==> config.mk <==
export PLATFORM = sky130hd
export DESIGN_NAME = hexrec_parser
export DESIGN_NICKNAME = d
export VERILOG_FILES = /design/src/rtl/hexrec_pkg.sv /design/src/rtl/hexrec_nibble.sv /design/src/rtl/hexrec_assembler.sv /design/src/rtl/hexrec_databuf.sv /design/src/rtl/hexrec_parser.sv
export SDC_FILE = /design/constraint.sdc
export NUM_CORES = 1
export LEC_CHECK = 0
export BUFFER_PORTS_ARGS = -buffer_cell sky130_fd_sc_hd__buf_4
export CAP_MARGIN = 20
export CORE_MARGIN = 3
export CORE_UTILIZATION = 35
export DETAILED_ROUTE_END_ITERATION = 6
export PLACE_DENSITY_LB_ADDON = 0.15
export SKIP_CTS_REPAIR_TIMING = 1
export SLEW_MARGIN = 20
export SYNTH_ARGS = -nofsm -noshare
export SYNTH_HDL_FRONTEND = slang
export SYNTH_SLANG_ARGS = --single-unit
==> constraint.sdc <==
create_clock -name clk -period 3.31 [get_ports clk]
set_input_delay 0.1655 -clock clk [delete_from_list [all_inputs] [get_ports clk]]
set_output_delay 0.1655 -clock clk [all_outputs]
set_load 0.02 [all_outputs]
==> src/rtl/hexrec_pkg.sv <==
package hexrec_pkg;
  localparam logic [7:0] ASC_COLON = 8'h3A;
  localparam logic [7:0] ASC_DOT   = 8'h2E;
  localparam logic [7:0] ASC_X     = 8'h58;
  localparam logic [7:0] ASC_R     = 8'h52;

  localparam logic [7:0] TYP_DATA  = 8'h00;
  localparam logic [7:0] TYP_EOF   = 8'h01;
  localparam logic [7:0] TYP_FREQ  = 8'h02;

  typedef enum logic [1:0] {
    ST_HUNT = 2'd0,
    ST_BODY = 2'd1,
    ST_EXEC = 2'd2,
    ST_PROG = 2'd3
  } pstate_t;
endpackage

==> src/rtl/hexrec_nibble.sv <==
module hexrec_nibble (
  input  logic [7:0] ch,
  output logic       is_hex,
  output logic [3:0] nib
);
  always_comb begin
    is_hex = 1'b1;
    nib    = 4'h0;
    if (ch >= 8'h30 && ch <= 8'h39)      nib = 4'(ch - 8'h30);
    else if (ch >= 8'h41 && ch <= 8'h46) nib = 4'(ch - 8'h37);
    else if (ch >= 8'h61 && ch <= 8'h66) nib = 4'(ch - 8'h57);
    else                                 is_hex = 1'b0;
  end
endmodule

==> src/rtl/hexrec_assembler.sv <==
module hexrec_assembler #(
  parameter int IDXW    = 5,
  parameter int IDX_MAX = 20
) (
  input  logic            clk,
  input  logic            rst_n,
  input  logic            clr,
  input  logic            nib_stb,
  input  logic [3:0]      nib,
  output logic            byte_stb,
  output logic [7:0]      byte_val,
  output logic [IDXW-1:0] byte_idx,
  output logic            sum_zero
);
  logic            phase_q, phase_d;
  logic [3:0]      hi_q, hi_d;
  logic [IDXW-1:0] idx_q, idx_d;
  logic [7:0]      sum_q, sum_d;

  assign byte_stb = nib_stb & phase_q;
  assign byte_val = {hi_q, nib};
  assign byte_idx = idx_q;
  assign sum_zero = ((sum_q + byte_val) == 8'h00);

  always_comb begin
    phase_d = phase_q;
    hi_d    = hi_q;
    idx_d   = idx_q;
    sum_d   = sum_q;
    if (clr) begin
      phase_d = 1'b0;
      hi_d    = 4'h0;
      idx_d   = '0;
      sum_d   = 8'h00;
    end else if (nib_stb) begin
      if (!phase_q) begin
        hi_d    = nib;
        phase_d = 1'b1;
      end else begin
        phase_d = 1'b0;
        idx_d   = idx_q + IDXW'(1);
        sum_d   = sum_q + byte_val;
      end
    end
  end

  always_ff @(posedge clk or negedge rst_n) begin
    if (!rst_n) begin
      phase_q <= 1'b0;
      hi_q    <= 4'h0;
      idx_q   <= '0;
      sum_q   <= 8'h00;
    end else begin
      phase_q <= phase_d;
      hi_q    <= hi_d;
      idx_q   <= idx_d;
      sum_q   <= sum_d;
    end
  end

  // oversized counts abort, so no byte index passes the checksum slot
  p_idx_bound_r3: assert property (@(posedge clk) disable iff (!rst_n)
    byte_stb |-> (byte_idx <= IDXW'(IDX_MAX)));
  // a completed byte leaves the next digit as a high nibble
  p_pair_phase_r2: assert property (@(posedge clk) disable iff (!rst_n)
    (byte_stb && !clr) |=> !phase_q);
endmodule

==> src/rtl/hexrec_databuf.sv <==
module hexrec_databuf #(
  parameter int MAX_DATA = 16,
  parameter int WBW      = $clog2(MAX_DATA)
) (
  input  logic                  clk,
  input  logic                  rst_n,
  input  logic                  wr_en,
  input  logic [WBW-1:0]        wr_idx,
  input  logic [7:0]            wr_byte,
  output logic [MAX_DATA*8-1:0] data_flat
);
  for (genvar g = 0; g < MAX_DATA; g++) begin : g_slot
    logic [7:0] slot_q;
    always_ff @(posedge clk or negedge rst_n) begin
      if (!rst_n)                              slot_q <= 8'h00;
      else if (wr_en && wr_idx == WBW'(g))     slot_q <= wr_byte;
    end
    assign data_flat[g*8 +: 8] = slot_q;
  end
endmodule

==> src/rtl/hexrec_parser.sv <==
module hexrec_parser #(
  parameter int MAX_DATA = 16,
  parameter int LENW     = $clog2(MAX_DATA + 1)
) (
  input  logic                  clk,
  input  logic                  rst_n,
  input  logic                  rx_valid,
  input  logic [7:0]            rx_byte,
  input  logic                  prog_done,
  input  logic                  prog_ok,
  output logic                  cmd_valid,
  output logic [7:0]            cmd_type,
  output logic [15:0]           cmd_addr,
  output logic [LENW-1:0]       cmd_len,
  output logic [MAX_DATA*8-1:0] cmd_data,
  output logic                  resp_valid,
  output logic [7:0]            resp_byte
);
  import hexrec_pkg::*;

  localparam int HDR     = 4;
  localparam int IDX_MAX = MAX_DATA + HDR;
  localparam int IDXW    = $clog2(IDX_MAX + 1);
  localparam int WBW     = $clog2(MAX_DATA);

  pstate_t         state_q, state_d;
  logic [LENW-1:0] len_q;
  logic [15:0]     addr_q;
  logic [7:0]      type_q;
  logic            freq_q, freq_set;
  logic            sum_ok_q;
  logic            cmd_q, cmd_set;
  logic            resp_q, resp_set;
  logic [7:0]      resp_code_q, resp_code;

  logic            is_hex;
  logic [3:0]      nib;
  logic            asm_clr, nib_stb;
  logic            byte_stb, sum_zero;
  logic [7:0]      byte_val;
  logic [IDXW-1:0] byte_idx;
  logic            last_byte, hdr_len_bad, buf_wr;
  logic [IDXW-1:0] data_rel;

  hexrec_nibble u_nib (
    .ch     (rx_byte),
    .is_hex (is_hex),
    .nib    (nib)
  );

  assign asm_clr = (state_q == ST_HUNT) && rx_valid && (rx_byte == ASC_COLON);
  assign nib_stb = (state_q == ST_BODY) && rx_valid && is_hex;

  hexrec_assembler #(.IDXW(IDXW), .IDX_MAX(IDX_MAX)) u_asm (
    .clk      (clk),
    .rst_n    (rst_n),
    .clr      (asm_clr),
    .nib_stb  (nib_stb),
    .nib      (nib),
    .byte_stb (byte_stb),
    .byte_val (byte_val),
    .byte_idx (byte_idx),
    .sum_zero (sum_zero)
  );

  assign hdr_len_bad = byte_stb && (byte_idx == '0) && (byte_val > 8'(MAX_DATA));
  assign last_byte   = byte_stb && (byte_idx >= IDXW'(HDR)) &&
                       (byte_idx == IDXW'(len_q) + IDXW'(HDR));
  assign data_rel    = byte_idx - IDXW'(HDR);
  assign buf_wr      = byte_stb && (byte_idx >= IDXW'(HDR)) && !last_byte;

  hexrec_databuf #(.MAX_DATA(MAX_DATA), .WBW(WBW)) u_buf (
    .clk       (clk),
    .rst_n     (rst_n),
    .wr_en     (buf_wr),
    .wr_idx    (data_rel[WBW-1:0]),
    .wr_byte   (byte_val),
    .data_flat (cmd_data)
  );

  // next-state and action decode
  always_comb begin
    state_d   = state_q;
    resp_set  = 1'b0;
    resp_code = ASC_DOT;
    cmd_set   = 1'b0;
    freq_set  = 1'b0;
    unique case (state_q)
      ST_HUNT: begin
        if (asm_clr) state_d = ST_BODY;
      end
      ST_BODY: begin
        if (rx_valid) begin
          if (!is_hex || hdr_len_bad) begin
            resp_set  = 1'b1;
            resp_code = ASC_X;
            state_d   = ST_HUNT;
          end else if (last_byte) begin
            state_d = ST_EXEC;
          end
        end
      end
      ST_EXEC: begin
        state_d = ST_HUNT;
        if (!sum_ok_q) begin
          resp_set  = 1'b1;
          resp_code = ASC_X;
        end else if (type_q == TYP_DATA) begin
          if (!freq_q) begin
            resp_set  = 1'b1;
            resp_code = ASC_R;
          end else begin
            cmd_set = 1'b1;
            state_d = ST_PROG;
          end
        end else if (type_q == TYP_EOF) begin
          resp_set = 1'b1;
        end else begin
          cmd_set  = 1'b1;
          resp_set = 1'b1;
          freq_set = (type_q == TYP_FREQ);
        end
      end
      ST_PROG: begin
        if (prog_done) begin
          resp_set  = 1'b1;
          resp_code = prog_ok ? ASC_DOT : ASC_R;
          state_d   = ST_HUNT;
        end
      end
      default: state_d = ST_HUNT;
    endcase
  end

  always_ff @(posedge clk or negedge rst_n) begin
    if (!rst_n) begin
      state_q     <= ST_HUNT;
      len_q       <= '0;
      addr_q      <= 16'h0000;
      type_q      <= 8'h00;
      freq_q      <= 1'b0;
      sum_ok_q    <= 1'b0;
      cmd_q       <= 1'b0;
      resp_q      <= 1'b0;
      resp_code_q <= 8'h00;
    end else begin
      state_q <= state_d;
      cmd_q   <= cmd_set;
      resp_q  <= resp_set;
      if (resp_set) resp_code_q <= resp_code;
      if (freq_set) freq_q <= 1'b1;
      if (last_byte) sum_ok_q <= sum_zero;
      if (byte_stb && !hdr_len_bad) begin
        if (byte_idx == IDXW'(0)) len_q         <= byte_val[LENW-1:0];
        if (byte_idx == IDXW'(1)) addr_q[15:8]  <= byte_val;
        if (byte_idx == IDXW'(2)) addr_q[7:0]   <= byte_val;
        if (byte_idx == IDXW'(3)) type_q        <= byte_val;
      end
    end
  end

  assign cmd_valid  = cmd_q;
  assign cmd_type   = type_q;
  assign cmd_addr   = addr_q;
  assign cmd_len    = len_q;
  assign resp_valid = resp_q;
  assign resp_byte  = resp_code_q;

  // the strobe lasts a single cycle and only follows a completed record
  p_strobe_pulse_r6: assert property (@(posedge clk) disable iff (!rst_n)
    cmd_valid |=> !cmd_valid);
  p_strobe_after_check_r6: assert property (@(posedge clk) disable iff (!rst_n)
    cmd_valid |-> ($past(state_q) == ST_EXEC));
  // strobed length never exceeds the payload limit
  p_len_bound_r3: assert property (@(posedge clk) disable iff (!rst_n)
    cmd_valid |-> (cmd_len <= LENW'(MAX_DATA)));
  // reply codes are restricted to the three ASCII characters
  p_reply_code_r12: assert property (@(posedge clk) disable iff (!rst_n)
    resp_valid |-> (resp_byte == ASC_DOT || resp_byte == ASC_X || resp_byte == ASC_R));
  // a data record is only strobed once a frequency record was accepted
  p_data_needs_freq_r7: assert property (@(posedge clk) disable iff (!rst_n)
    (cmd_valid && cmd_type == TYP_DATA) |-> freq_q);
  // a checksum miss replies X with no strobe
  p_bad_sum_r5: assert property (@(posedge clk) disable iff (!rst_n)
    (state_q == ST_EXEC && !sum_ok_q) |=> (resp_valid && resp_byte == ASC_X && !cmd_valid));
  // program result yields a reply in the next cycle
  p_prog_reply_r9: assert property (@(posedge clk) disable iff (!rst_n)
    (state_q == ST_PROG && prog_done) |=> resp_valid);
  // hunting with no colon keeps the block silent next cycle
  p_hunt_silent_r1: assert property (@(posedge clk) disable iff (!rst_n)
    (state_q == ST_HUNT) |=> !cmd_valid);
endmodule

### After elaboration in Yosys (flattened, before gate mapping)

Index checks and enable logic that the tools add are counted.

| word-level totals | value |
|---|---|
| register bits after elaboration | 189 |
| input port bits | 13 |
| output and inout bits | 167 |
| word-level logic and storage cells | 174 |

| cells by class | value |
|---|---|
| add/sub/neg operators | 7 |
| magnitude comparators | 8 |
| equal/unequal tests | 30 |
| muxes and demuxes | 51 |
| bitwise gates (word level) | 1 |
| reductions and logical operators | 47 |

Operators with widths:

| cell | count |
|---|---|
| 7-bit 2-to-1 mux | 7 |
| 4-bit == test (second input constant) | 8 |
| 1-bit logical AND | 29 |
| 4-bit 2-to-1 mux | 6 |
| 8-bit 2-to-1 mux | 3 |
| 1-bit 2-to-1 mux | 21 |
| 7-bit one-hot mux with 3 select lines | 1 |
| 4-bit by 3-bit == test with 1-bit output (second input constant) | 4 |
| 8-bit by 7-bit greater-or-equal comparator with 1-bit output (second input constant) | 2 |
| 8-bit by 7-bit less-or-equal comparator with 1-bit output (second input constant) | 2 |
| 8-bit logical NOT | 2 |
| 2-bit 2-to-1 mux | 8 |
| 5-bit 2-to-1 mux | 3 |
| 2-bit AND reduction | 6 |
| 4-bit by 3-bit subtractor with 4-bit output (second input constant) | 3 |
| 5-bit by 2-bit == test with 1-bit output (second input constant) | 2 |
| 8-bit adder | 1 |
| 4-bit by 2-bit == test with 1-bit output (second input constant) | 2 |
| 8-bit by 1-bit == test with 1-bit output (second input constant) | 1 |
| 8-bit by 2-bit == test with 1-bit output (second input constant) | 1 |
| 8-bit by 6-bit == test with 1-bit output (second input constant) | 1 |
| 8-bit by 6-bit greater-or-equal comparator with 1-bit output (second input constant) | 1 |
| 8-bit by 5-bit > comparator with 1-bit output (second input constant) | 1 |
| 8-bit by 6-bit less-or-equal comparator with 1-bit output (second input constant) | 1 |
| 21 further kinds | 28 |

### Depth between registers and ports, before layout

| depth | value |
|---|---|
| word-level depth | 13 |
| gate-level depth with buffers | 15 |
| depth with buffers taken out | 15 |

### Cells and area by module

From an unflattened synthesis, not the netlist that was laid out.

| unflattened totals | value |
|---|---|
| cell total of the unflattened synthesis | 588 |
| area, all modules | 8122.8 µm² |

By module, submodules not included:

| module | times used | cells an instance | area an instance (µm²) | seq. area each (µm²) |
|---|---|---|---|---|
| hexrec_databuf | 1 | 294 | 4914.7 | 3203.1 |
| hexrec_parser | 1 | 150 | 1876.8 | 975.9 |
| hexrec_assembler | 1 | 119 | 1127.3 | 450.4 |
| hexrec_nibble | 1 | 25 | 203.9 | 0.0 |

### Worst setup path after synthesis

OpenSTA, ideal clock, no wires.

| timing | value |
|---|---|
| kind | input to register |
| from | in rx_byte[3] |
| to | reg sum_ok_q |
| setup time | 0.133 ns |
| arrival | 2.849 ns |
| required time | 3.177 ns |
| path slack | 0.328 ns |
| stages | 13 |
| buffers on the path | 1 |
| cell sequence | or4b_4 -> a311oi_4 -> nand2_1 -> o21ai_1 -> inv_1 -> clkbuf_1 -> fa_1 -> nor2b_1 -> o31a_1 -> o21a_1 -> nor3_1 -> o211ai_1 -> o22ai_1 |

| between the ends | value |
|---|---|
| elaborated cells on any way between the ends | 24 |
| classes of those cells | 4 x add/sub; 6 x order compare; 6 x mux; 1 x bitwise; 7 x reduce/logical |

RTL lines:

| element | line | source |
|---|---|---|
| start: declaration | hexrec_parser.sv:8 | `input logic [7:0] rx_byte,` |
| 8-bit by 7-bit greater-or-equal comparator with 1-bit output or 8-bit by 7-bit less-or-equal comparator with 1-bit output (tied branches) | hexrec_nibble.sv:11 | `else if (ch >= 8'h61 && ch <= 8'h66) nib = 4'(ch - 8'h57);` |
| 1-bit logical AND | hexrec_nibble.sv:11 |  |
| 4-bit 2-to-1 mux | hexrec_nibble.sv:11 |  |
| 4-bit 2-to-1 mux | hexrec_nibble.sv:10 | `else if (ch >= 8'h41 && ch <= 8'h46) nib = 4'(ch - 8'h37);` |
| 4-bit 2-to-1 mux (*) | hexrec_nibble.sv:9 | `if (ch >= 8'h30 && ch <= 8'h39) nib = 4'(ch - 8'h30);` |
| named net byte_val[1] | hexrec_parser.sv:40 | `logic [7:0] byte_val;` |
| 8-bit adder (*) | hexrec_assembler.sv:23 | `assign sum_zero = ((sum_q + byte_val) == 8'h00);` |
| 8-bit logical NOT (*) | hexrec_assembler.sv:23 |  |
| end signal: assignment | hexrec_parser.sv:152 | `if (last_byte) sum_ok_q <= sum_zero;` |
| end: declaration | hexrec_parser.sv:31 | `logic sum_ok_q;` |

The timed path passes the listed nets; every way through them passes the cells marked *.
A chain may end at the register's enable or synchronous reset.

### Final worst setup path

| timing | value |
|---|---|
| from | reg type_q[2], in the netlist cmd_type[2] |
| to | reg resp_code_q[5], in the netlist resp_byte[5] |

| between the ends | value |
|---|---|
| cells in the longest elaborated chain, start to end | 4 |
| elaborated cells on any way between the ends | 7 |
| classes of those cells | 6 x mux; 1 x reduce/logical |

RTL lines:

| element | line | source |
|---|---|---|
| start: declaration | hexrec_parser.sv:29 | `logic [7:0] type_q;` |
| start signal: assignment | hexrec_parser.sv:157 | `if (byte_idx == IDXW'(3)) type_q <= byte_val;` |
| 8-bit logical NOT (*) | hexrec_parser.sv:108 | `end else if (type_q == TYP_DATA) begin` |
| 7-bit 2-to-1 mux or 1-bit 2-to-1 mux (tied branches) | hexrec_parser.sv:108 |  |
| 7-bit 2-to-1 mux or 1-bit 2-to-1 mux (tied branches) | hexrec_parser.sv:105 | `if (!sum_ok_q) begin` |
| 7-bit one-hot mux with 3 select lines or 1-bit one-hot mux with 3 select lines (tied branches) | hexrec_parser.sv:88 | `unique case (state_q)` |
| end signal: assignment | hexrec_parser.sv:150 | `if (resp_set) resp_code_q <= resp_code;` |
| end: declaration | hexrec_parser.sv:34 | `logic [7:0] resp_code_q, resp_code;` |

Mark *: on every way between the ends. The rest lies on a longest branch, timed or not.

==> summary.txt <==
Pwr
  – PwrDens: 483 mW/mm^2
  – Clock share of power: 39.7%
  – Combinational share of power: a little over an eighth
  – Switching power: 1.54 mW
  – Worst ir drop on vdd: 0.371 mV
  – Leak: between 5 and 6 nW
  – Seq pwr share: 46.7%
  – Sw Ratio: 29.9%
  – Pint: approximately 3.6 mW

Placement
  – DP HPWL: 16.2 mm
  – Placed inst area: approximately 0.010 sq mm
  – PortBufs: 177
  – Placer Congestion: 0.824

Die
  – Die width: around 160 um
  – Initial Util: 36.0%
  – I/O pin count: 180
  – Num rows: 55
  – Core area: around 0.023 sq mm
  – Die height: approximately 160 um
  – Die area: 0.0254 sq mm

Drt
  – Drt first pass iters: 4
  – Via density: 4.89
  – Iteration-0 DRC Markers: 345
  – Final WL: approximately 23 mm
  – Remaining antenna violation count after routing: 0
  – Vias: approximately 6000
  – Wire per inst: 18.6 um
  – Post-route DRC: 0

Worst setup path
  – Setup CP Type: register to register
  – CP dominant cell by count: or4_1
  – CP Data Required Time: 3.63 ns
  – CP max FO: 4
  – Startpoint types: register
  – Slowest cell delay on critical path: 0.56 ns
  – Setup crit end kind: register
  – Worst-path cell chain: or4_1 -> or3_1 -> or4_1 -> o21a_1 -> a21oi_2 -> mux2_1
  – Worst path bufs/invs: 0
  – CP arrival: a little over 3 ns
  – CP max-delay cell: or4_1
  – Top cell family by delay on the critical path: simple AND/OR/NAND/NOR gates

Cells and area
  – Fin area: between 0.01 and 0.015 sq mm
  – Nets: between 900 and 1000
  – Commonest non-fill, non-tap cell in the layout: buf_4
  – # fillers: 2200
  – Most frequent cells in the layout: 216 x buf_4, 185 x dfrtp_1, 93 x nand2_1, 71 x o21ai_1, 29 x mux2_2
  – Ant diodes: 0
  – Layout cell share with drive strength beyond 1: 34.8%
  – Layout area overhead: 29.6%

STA
  – RSZ-0062 raised after global routing: false
  – Final setup fails: 0
  – Fin crit period: 2.76 ns
  – Final slew viol count: 0
  – Relative slew slack: 56.8%
  – Final Skew: just under 0.02 ns
  – Setup TNS: 0 ns
  – Final hold violations: 0
  – Final worst-path cycle share: 83.4%
  – Max Clk Rate: 362 MHz
  – Least-Margin Pin Slew: 0.646 ns

Clock tree
  – Sink Count: 185
  – CTS max path bufs: 2
  – H-Tree Depth: 4
  – TritonCTS clock tree: yes
  – Worst-Skew Late Latency: 0.43 ns
  – CTS root buf: clkbuf_16
  – TritonCTS Buffers: 17
  – Clock transition at path regs: around 0.08 ns

Logic synthesis
  – #FFs+latches synth: 185
  – Simple-Gate Fraction of Synth Area: 12.1%
  – Post-synth EDFFs: 0
  – Top FF cell, synth: dfrtp_1
  – Synth top area share: a little under three fifths
  – Syn_area_per_cell: 11.4 sq um
  – Adder-cell share of the synthesized area: 2.68%
  – Synth area leaders: dfrtp_1 56%, mux2_4 4.4%, o21ai_1 4.3%
  – Seq/Total Area, Yosys: 56.3%
  – Leading area contributor after synthesis: dfrtp_1
  – Post-synthesis xor/xnor area fraction: 1.38%
  – Cell count after synthesis: between 700 and 800
  – Syn. warnings: 0
  – Fraction of registers with async set/reset: 100%
  – Synth unique cells: between 60 and 70
  – Main combinational cell family by area after synthesis: multiplexers
  – Cell area after synthesis: 0.00823 sq mm
  – Complex-gate fraction of the synthesized area: 11.1%
  – Mux share of post-synthesis cell area: about an eighth

Worst hold path
  – HP Class: input pin to register

GRT
  – Antenna violations before repair: 0
  – Gr ovfl total: 0
  – Pin count of the biggest net entering global routing: approximately 110
  – Vias in the first global route: ~6000
  – Total global-route track usage: between 10% and 20%
  – First-pass GRT wire length: 36.4 mm

Run status
  – Outcome: finished clean

Run
  – Max Cap Violations: 0
power groups by stage:
| stage | clock network (mW) | registers [mW] | logic, mW |
|---|---|---|---|
| after global routing | 2.19 | 2.42 | 0.766 |
| after CTS | 2.11 | 2.41 | 0.702 |
| after floorplan | 0 | 2.47 | 0.388 |
| final | 2.05 | 2.41 | 0.699 |
| after detailed placement | 0 | 2.45 | 0.699 |
| after global placement | 0 | 2.45 | 0.705 |
cells by family after synthesis:
logic type / after synthesis
xor gates and xnor gates: 13
muxes: 81
other: 1
and+or+nand+nor: 199
adders and majority gates: 17
AOI/OAI and AO/OA: 150
DFF: 185
buffers and inverters: 77
worst paths after layout:
path                                           from                               endpoint  slack, ns  cells after the start
max in group asynchronous                     rst_n  u_buf.g_slot[5].slot_q[1]$_DFFE_PN0P_       2.10                      4
hold / removal                            prog_done               resp_byte[3]$_DFFE_PN0P_       0.09                      4
setup / recovery            cmd_type[2]$_DFFE_PN0P_               resp_byte[5]$_DFFE_PN0P_       0.55                      6
setup reg to reg            cmd_type[2]$_DFFE_PN0P_               resp_byte[5]$_DFFE_PN0P_       0.55                      6
min in group asynchronous                     rst_n                   resp_valid$_DFF_PN0_       0.20                      2
hold reg to reg            cmd_addr[12]$_DFFE_PN0P_               cmd_addr[12]$_DFFE_PN0P_       0.49                      1
per-layer routing:
layer | share of wire, % | vias up | GRT usage, %
li1 | - | 2917 | -
met4 | 0.48 | 0 | 2.87
met2 | 45 | 154 | 27.9
met1 | 48 | 2967 | 26.0
met5 | 0 | - | 0
met3 | 6.6 | 6 | 5.67
final cells by class:
class	count	area, sq um	share of cell area, %
clock buffers	17	425	3.99
well taps	313	392	3.67
inverters	23	86.3	0.810
clock inverters	15	176	1.65
repair buffers	220	1690	15.9
flip-flops and latches	185	4630	43.4
multi-input cells	462	3260	30.6
worst register-to-register path, cell delays in order (launching register included):
cell and delay (ns):
dfrtp_1 0.42, or4_1 0.56, or3_1 0.37, or4_1 0.53
o21a_1 0.20, a21oi_2 0.23, mux2_1 0.35
synthesized netlist by cell type, types with 2 or more instances:
master and number:
nor2b_1 5, nand4_1 6, a22o_1 3, o21ai_0 19, buf_4 12, a211oi_2 2
o21a_1 4, a21oi_1 16, nand3b_1 3, nor4b_1 3, nor3_1 7, clkbuf_1 28
nor2_1 18, mux2_2 29, and3b_1 2, o211ai_1 3, or3_1 6, nor4bb_1 2
dfrtp_1 185, nand2b_1 5, buf_2 14, o21ai_1 71, a21o_1 2, xor2_1 8
a31oi_1 4, o21ai_2 2, a211oi_1 5, o31ai_1 2, nand2_1 93, o22ai_1 2
or2_2 3, o21bai_1 2, xnor2_1 5, ha_1 16, mux2_1 27, a211o_1 2
mux2_4 24, or4_1 15, inv_1 23, nand3_1 23
registers in the layout, summed over array words and instances (netlist names):
signal,flops
u_buf.g_slot.slot_q,128
cmd_addr,16
cmd_type,8
u_asm.sum_q,8
cmd_len,5
u_asm.byte_idx,5
resp_byte,4
u_asm.hi_q,4
state_q,2
cmd_valid,1
freq_q,1
resp_valid,1
sum_ok_q,1
u_asm.phase_q,1
per-stage QoR:
| stage | worst slack [ns] | power [mW] | hold slack [ns] | instances | util, % |
|---|---|---|---|---|---|
| 2_1_floorplan | 0.328 | 2.86 | -0.130 | 724 | - |
| 5_1_grt | 0.390 | 5.38 | 0.0895 | 1235 | 46.7 |
| 3_5_place_dp | 0.216 | 3.15 | 0.358 | 1201 | 43.9 |
| 6_report | 0.551 | 5.15 | 0.0870 | 1235 | 46.7 |
| 3_3_place_gp | 0.263 | 3.16 | 0.369 | 1201 | 43.9 |
| 4_1_cts | 0.528 | 5.22 | -0.110 | 1233 | 46.5 |
Note: power is estimated with default switching activity, not from simulation.
